<file path="config.mk">
export PLATFORM = sky130hd
export DESIGN_NAME = cfg_bank_2ch
export DESIGN_NICKNAME = d
export VERILOG_FILES = /design/src/rtl/cfg_bank_pkg.sv /design/src/rtl/cfg_decode.sv /design/src/rtl/cfg_chan.sv /design/src/rtl/cfg_bank_2ch.sv
export SDC_FILE = /design/constraint.sdc
export NUM_CORES = 1
export LEC_CHECK = 0
export ABC_AREA = 1
export CELL_PAD_IN_SITES_DETAIL_PLACEMENT = 1
export CELL_PAD_IN_SITES_GLOBAL_PLACEMENT = 1
export CORE_ASPECT_RATIO = 1.75
export CORE_MARGIN = 2
export CORE_UTILIZATION = 41
export CTS_BUF_LIST = sky130_fd_sc_hd__clkbuf_4 sky130_fd_sc_hd__clkbuf_8
export CTS_CLUSTER_SIZE = 28
export DETAILED_ROUTE_END_ITERATION = 6
export GPL_TIMING_DRIVEN = 1
export PLACE_DENSITY_LB_ADDON = 0.25
export SLEW_MARGIN = 20
export SYNTH_ARGS = -nofsm -noshare
export SYNTH_HDL_FRONTEND = slang
export SYNTH_SLANG_ARGS = --single-unit
</file>
<file path="constraint.sdc">
create_clock -name clk -period 2.12 [get_ports clk]
set_input_delay 0.212 -clock clk [delete_from_list [all_inputs] [get_ports clk]]
set_output_delay 0.212 -clock clk [all_outputs]
set_load 0.02 [all_outputs]
</file>
<file path="src/rtl/cfg_bank_pkg.sv">
package cfg_bank_pkg;
    localparam int IDX_W = 4;

    typedef enum logic [2:0] {
        K_NONE, K_GCFG, K_CHSEL, K_XFER, K_LOC, K_VREF, K_FEAT
    } kind_e;

    typedef struct packed {
        kind_e            kind;
        logic [IDX_W-1:0] idx;
    } dec_t;

    localparam logic [7:0] GCFG_RST   = 8'h00;
    localparam logic [7:0] CHSEL_RST  = 8'h03;
    localparam logic [7:0] CHSEL_MASK = 8'h03;
    localparam logic [7:0] VREF_RST   = 8'hC0;
    localparam logic [7:0] VREF_MASK  = 8'hC0;

    function automatic logic [7:0] loc_rst(input int i);
        return 8'h10 + 8'(i);
    endfunction
endpackage

</file>
<file path="src/rtl/cfg_decode.sv">
module cfg_decode
    import cfg_bank_pkg::*;
#(
    parameter int ADDR_W = 9,
    parameter int NLOC   = 4,
    parameter int NFEAT  = 4
) (
    input  logic [ADDR_W-1:0] addr,
    output dec_t              dec
);
    localparam logic [ADDR_W-1:0] LOC_BASE  = ADDR_W'(8);
    localparam logic [ADDR_W-1:0] FEAT_BASE = ADDR_W'(256);

    always_comb begin
        dec.kind = K_NONE;
        dec.idx  = '0;
        if (addr == ADDR_W'(0))
            dec.kind = K_GCFG;
        else if (addr == ADDR_W'(5))
            dec.kind = K_CHSEL;
        else if (addr == ADDR_W'(255))
            dec.kind = K_XFER;
        else if (addr == ADDR_W'(24))
            dec.kind = K_VREF;
        else if (addr >= LOC_BASE && addr < LOC_BASE + ADDR_W'(NLOC)) begin
            dec.kind = K_LOC;
            dec.idx  = IDX_W'(addr - LOC_BASE);
        end else if (addr >= FEAT_BASE && addr < FEAT_BASE + ADDR_W'(NFEAT)) begin
            dec.kind = K_FEAT;
            dec.idx  = IDX_W'(addr - FEAT_BASE);
        end
    end
endmodule

</file>
<file path="src/rtl/cfg_chan.sv">
module cfg_chan
    import cfg_bank_pkg::*;
#(
    parameter int NLOC  = 4,
    parameter int NFEAT = 4
) (
    input  logic               clk,
    input  logic               rst_n,
    input  logic               loc_we,
    input  logic               feat_we,
    input  logic [IDX_W-1:0]   idx,
    input  logic [7:0]         wdata,
    input  logic               commit,
    output logic [8*NLOC-1:0]  shadow_o,
    output logic [8*NLOC-1:0]  active_o,
    output logic [8*NFEAT-1:0] feat_o
);
    typedef struct packed {
        logic [NLOC-1:0][7:0]  sh;
        logic [NLOC-1:0][7:0]  act;
        logic [NFEAT-1:0][7:0] ft;
    } chan_st_t;

    chan_st_t st_d, st_q;

    always_comb begin
        st_d = st_q;
        if (commit)
            st_d.act = st_q.sh;
        for (int i = 0; i < NLOC; i++)
            if (loc_we && idx == IDX_W'(i))
                st_d.sh[i] = wdata;
        for (int i = 0; i < NFEAT; i++)
            if (feat_we && idx == IDX_W'(i))
                st_d.ft[i] = wdata;
    end

    always_ff @(posedge clk or negedge rst_n) begin
        if (!rst_n) begin
            for (int i = 0; i < NLOC; i++) begin
                st_q.sh[i]  <= loc_rst(i);
                st_q.act[i] <= loc_rst(i);
            end
            st_q.ft <= '0;
        end else begin
            st_q <= st_d;
        end
    end

    assign shadow_o = st_q.sh;
    assign active_o = st_q.act;
    assign feat_o   = st_q.ft;

    // active copies move only on a commit
    a_r3_active_hold: assert property (@(posedge clk) disable iff (!rst_n)
        !commit |=> $stable(active_o));

    // a commit loads the staged values present at that edge
    a_r4_commit_copy: assert property (@(posedge clk) disable iff (!rst_n)
        commit |=> active_o == $past(shadow_o));
endmodule

</file>
<file path="src/rtl/cfg_bank_2ch.sv">
module cfg_bank_2ch
    import cfg_bank_pkg::*;
#(
    parameter int ADDR_W = 9,
    parameter int NLOC   = 4,
    parameter int NFEAT  = 4
) (
    input  logic               clk,
    input  logic               rst_n,
    input  logic [ADDR_W-1:0]  addr,
    input  logic [7:0]         wdata,
    input  logic               wr_en,
    input  logic               rd_en,
    output logic [7:0]         rdata,
    output logic [8*NLOC-1:0]  loc_a,
    output logic [8*NLOC-1:0]  loc_b,
    output logic [8*NFEAT-1:0] feat_a,
    output logic [8*NFEAT-1:0] feat_b,
    output logic [7:0]         vref_sel,
    output logic [7:0]         gcfg
);
    localparam int NCH = 2;

    typedef struct packed {
        logic [7:0] gcfg;
        logic [7:0] chsel;
        logic [7:0] vsh;
        logic [7:0] vact;
        logic [7:0] rdata;
    } top_st_t;

    top_st_t st_d, st_q;
    dec_t    dec;
    logic    commit;
    logic [NCH-1:0]              loc_we, feat_we;
    logic [NCH-1:0][8*NLOC-1:0]  sh_w, act_w;
    logic [NCH-1:0][8*NFEAT-1:0] ft_w;
    logic [7:0]                  rd_byte;

    cfg_decode #(.ADDR_W(ADDR_W), .NLOC(NLOC), .NFEAT(NFEAT)) u_dec (
        .addr (addr),
        .dec  (dec)
    );

    assign commit = wr_en && dec.kind == K_XFER && wdata[0];

    for (genvar c = 0; c < NCH; c++) begin : g_ch
        assign loc_we[c]  = wr_en && dec.kind == K_LOC  && st_q.chsel[c];
        assign feat_we[c] = wr_en && dec.kind == K_FEAT && st_q.chsel[c];
        cfg_chan #(.NLOC(NLOC), .NFEAT(NFEAT)) u_chan (
            .clk      (clk),
            .rst_n    (rst_n),
            .loc_we   (loc_we[c]),
            .feat_we  (feat_we[c]),
            .idx      (dec.idx),
            .wdata    (wdata),
            .commit   (commit),
            .shadow_o (sh_w[c]),
            .active_o (act_w[c]),
            .feat_o   (ft_w[c])
        );
    end

    always_comb begin
        rd_byte = 8'h00;
        case (dec.kind)
            K_GCFG:  rd_byte = st_q.gcfg;
            K_CHSEL: rd_byte = st_q.chsel;
            K_VREF:  rd_byte = st_q.vsh;
            K_LOC: begin
                for (int i = 0; i < NLOC; i++)
                    if (dec.idx == IDX_W'(i))
                        rd_byte = st_q.chsel[0] ? sh_w[0][8*i +: 8] :
                                  st_q.chsel[1] ? sh_w[1][8*i +: 8] : 8'h00;
            end
            K_FEAT: begin
                for (int i = 0; i < NFEAT; i++)
                    if (dec.idx == IDX_W'(i))
                        rd_byte = st_q.chsel[0] ? ft_w[0][8*i +: 8] :
                                  st_q.chsel[1] ? ft_w[1][8*i +: 8] : 8'h00;
            end
            default: rd_byte = 8'h00;
        endcase
    end

    always_comb begin
        st_d = st_q;
        if (rd_en)
            st_d.rdata = rd_byte;
        if (commit)
            st_d.vact = st_q.vsh;
        if (wr_en) begin
            case (dec.kind)
                K_GCFG:  st_d.gcfg  = wdata;
                K_CHSEL: st_d.chsel = wdata & CHSEL_MASK;
                K_VREF:  st_d.vsh   = wdata & VREF_MASK;
                default: ;
            endcase
        end
    end

    always_ff @(posedge clk or negedge rst_n) begin
        if (!rst_n) begin
            st_q.gcfg  <= GCFG_RST;
            st_q.chsel <= CHSEL_RST;
            st_q.vsh   <= VREF_RST;
            st_q.vact  <= VREF_RST;
            st_q.rdata <= 8'h00;
        end else begin
            st_q <= st_d;
        end
    end

    assign rdata    = st_q.rdata;
    assign loc_a    = act_w[0];
    assign loc_b    = act_w[1];
    assign feat_a   = ft_w[0];
    assign feat_b   = ft_w[1];
    assign vref_sel = st_q.vact;
    assign gcfg     = st_q.gcfg;

    // unimplemented addresses read as zero
    a_r2_unimpl_zero: assert property (@(posedge clk) disable iff (!rst_n)
        rd_en && dec.kind == K_NONE |=> rdata == 8'h00);

    // the commit bit never reads back set
    a_r4_xfer_reads_zero: assert property (@(posedge clk) disable iff (!rst_n)
        rd_en && dec.kind == K_XFER |=> rdata == 8'h00);

    // no channel selected gives zero on a per-channel read
    a_r6_nosel_zero: assert property (@(posedge clk) disable iff (!rst_n)
        rd_en && dec.kind == K_LOC && st_q.chsel[1:0] == 2'b00 |=> rdata == 8'h00);

    // a write with no channel selected leaves both staging copies alone
    a_r7_nosel_hold: assert property (@(posedge clk) disable iff (!rst_n)
        wr_en && dec.kind == K_LOC && st_q.chsel[1:0] == 2'b00
        |=> $stable(sh_w[0]) && $stable(sh_w[1]));

    // read data holds while no read is strobed
    a_r10_rdata_hold: assert property (@(posedge clk) disable iff (!rst_n)
        !rd_en |=> $stable(rdata));
endmodule

</file>
==> impl_metrics.py <==
metrics = {
    "clocking": {
        "cts_buffers": 30,
        "clk_latency_ps": 600,
        "cts_setup_buffers": 0,
        "clock-sinks": 214,
        "cts_tree": "yes",
        "htree_levels": 1,
        "root_buffer": "clkbuf_8",
        "cts.clk_slew.worst_paths_ps": 70,
        "cts_buffer_depth": 3,
    },
    "final_layout": {
        "final_layout_size_suffix_gt1_share_pct": 19.33,
        "final_nets": 1290,
        "num_antenna_cells": 0,
        "synthToLayoutAreaGrowth_pct": 32.84,
        "instances_no_fill": 1597,
        "post-route-util_pct": 55.28,
    },
    "drt": {
        "via_per_inst": 5.357,
        "dr_wl_met3_um": 1446,
        "drc": 0,
        "ant_nets": 0,
        "first_iter_violations": 419,
        "wl_met1_um": 13150,
        "wl_um": 34170,
        "drt_first_pass_iters": 5,
        "wl_per_cell_um": 21.40,
        "wl_met2_um": 18320,
        "vias": 8555,
        "highest_layer": "met4",
    },
    "synthesis": {
        "synth-seq-cells": 214,
        "synth_top_area_share_pct": 45.54,
        "synth_area_leaders": "dfrtp_1 46%, nand2_1 13%, dfstp_2 10%, o21ai_0 8.9%, mux2_2 4.1%",
        "yosysWarnings": 0,
        "synth_cells": 1046,
        "synth-main-ff-cell": "dfrtp_1",
        "synth_fa_ha_area_share_pct": 0,
        "synthTopCellsByCount": "326 x nand2_1, 176 x dfrtp_1, 172 x o21ai_0",
        "synth_compound_area_share_pct": 16.08,
        "ys_seq_area_share_pct": 55.87,
        "muxShareOfSynthArea_pct": 4.308,
        "synth_most_common_cell": "nand2_1",
        "synth_edf_count": 0,
        "synthArstFlopShare_pct": 100.0,
        "netlist_area_mm2": 0.009671,
        "synth.largest_area_cell": "dfrtp_1",
        "synthXorXnorAreaFrac_pct": 0,
        "syn_area_per_cell_um2": 9.245,
        "ys_types": 38,
        "synth_top_family_by_area": "compound AO/OA/AOI/OAI gates",
        "yosys.area_share.simple_pct": 15.97,
    },
    "timing": {
        "holdWs_ps": 174.3,
        "fmax_mhz": 489.1,
        "slew_headroom_pct": 59.54,
        "setup_viol": 0,
        "fin_crit_ps": 2045,
        "worst_slew_pin_slew_ps": 607.0,
        "setup_ws_ps": 75.39,
        "fin_crit_sh_pct": 96.44,
        "final_hold_viol_count": 0,
        "clock-skew-final_ps": 20.86,
        "drv_slew": 0,
        "rsz0062_at_grt": "true",
    },
    "die": {
        "fp.dieH_um": 207.2,
        "core_area_mm2": 0.02324,
        "rows": 74,
        "dieWidth_um": 120.1,
        "io_pins": 173,
        "die_area_mm2": 0.02488,
        "initial_core_util_pct": 41.61,
    },
    "power": {
        "power_density_mw_per_mm2": 670.5,
        "max-vdd-ir-drop_mv": 0.7938,
        "leakage_nw": 5.789,
    },
    "place": {
        "dp_hpwl_um": 25310,
        "gp_congestion": 0.9257,
        "dp_slack_ps": -270.5,
        "dp_cells": 1540,
        "port_buffers": 166,
    },
    "grt": {
        "antenna_found_initial": 0,
        "grt_pass1_vias": 9319,
        "overflow": 0,
        "grt_usage_pct": 27.89,
        "grt_pass1_wl_um": 53640,
        "grt_max_degree": 69,
    },
    "worst_setup_path": {
        "r2r_slack_ps": 80,
        "crit_fanout": 16,
        "path_cells": "nor2_4, buf_4, a22oi_1, o22ai_1, a22oi_1, nand3_1, nand2_1, nand2_1",
        "critical_path_class": "register to register",
        "critPathRequiredTime_ps": 2590,
        "startpoint_type": "register",
        "reg2reg_from": "st_q[24]",
        "cp-startpoint": "st_q[24]",
        "end_kind": "register",
        "critPathMaxStageDelay_ps": 620,
        "cp.arrival_ps": 2520,
        "crit_path_top_delay_cell": "dfstp_2",
    },
    "run_status": {
        "status": "completed",
    },
    "min_path": {
        "hold_path.class": "input port to asynchronous set/reset pin",
    },
    "job": {
        "max_cap_violations": 0,
    },
}
==> layout by cell type, fill, tap and decap left out, types with 5 or more instances in the layout <==
| cell | synthesis | layout |
|---|---|---|
| nand2_1 | 326 | 326 |
| dfrtp_1 | 176 | 176 |
| o21ai_0 | 172 | 172 |
| clkdlybuf4s50_1 | 0 | 165 |
| buf_4 | 26 | 89 |
| inv_1 | 60 | 60 |
| dfstp_2 | 38 | 38 |
| clkbuf_8 | 0 | 37 |
| a22oi_1 | 37 | 36 |
| mux2_2 | 35 | 35 |
| a21oi_1 | 21 | 21 |
| o22ai_1 | 15 | 15 |
| nand3_1 | 13 | 13 |
| o21ai_1 | 13 | 13 |
| a22o_1 | 13 | 13 |
| clkbuf_4 | 0 | 13 |
| buf_12 | 0 | 11 |
| nor2_1 | 10 | 10 |
| conb_1 | 1 | 6 |
| nand4_1 | 5 | 5 |
==> stage by stage <==
stage                     area (µm²)  TNS (ps)  total power [mW]
after CTS                      12840         0             8.687
after detailed placement       12120    -10320             4.935
after global placement         12120     -3918             4.915
after floorplan                 9689         0             4.539
final                          12850         0             8.613
after global routing           12850    -22.15             8.922
==> worst max-delay path, delay by kind of cell, from the launching register on <==
kind | cells | cell delay (ps)
flip-flops | 1 | 620
AO/OA/AOI/OAI | 3 | 790
AND/OR/NAND/NOR | 4 | 300
buffers and inverters | 1 | 220
==> registers in the layout, indices dropped and copies added (netlist names) <==
| register | flops |
|---|---|
| vref_sel | 2 |
| g_ch.u_chan.shadow_o | 64 |
| g_ch.u_chan.active_o | 64 |
| st_q | 4 |
| rdata | 8 |
| gcfg | 8 |
| g_ch.u_chan.feat_o | 64 |
==> worst paths after layout <==
check / endpoint / cells past startpoint
setup / recovery: rdata[4] / 8
hold / removal: g_ch[1].u_chan.active_o[23] / 2
setup reg to reg: rdata[4] / 8
hold reg to reg: g_ch[1].u_chan.active_o[2] / 2
max in group asynchronous: st_q[22] / 3
min in group clk: st_q[25] / 3
==> logic make-up after synthesis <==
group,Yosys count
flip-flops,214
other,1
multiplexers,37
AO/OA/AOI/OAI,276
buffers and inverters,145
AND/OR/NAND/NOR,373
==> per-layer routing <==
layer  GRT usage (%)  vias to the layer above
met5               0                        -
met4           11.20                        0
met3           3.634                       76
met2           50.57                      254
met1           32.81                     4324
li1                -                     3901
==> area by class of cell <==
type                            instances  area, µm²
Clock buffer                           49      593.1
Clock inverter                          7      113.9
Fill cell                            2656      10390
Inverter                               64      249.0
Multi-Input combinational cell        692       3543
Sequential cell                       214       5403
Tap cell                              304      380.4
Timing Repair Buffer                  267       2564
==> power breakdown <==
part / switching [mW] / internal, mW / total, mW
clock: 1.61 / 2.14 / 3.75
combinational: 0.431 / 0.236 / 0.667
sequential: 0.0476 / 4.15 / 4.20
==> timing repair <==
action                                  in CTS  in global routing
endpoints found under the setup margin       0                  6
hold buffers                                 1                  0
endpoints found under the hold margin       59                  0
resized for setup                            0                  2
(Power assumes the default switching activity.)
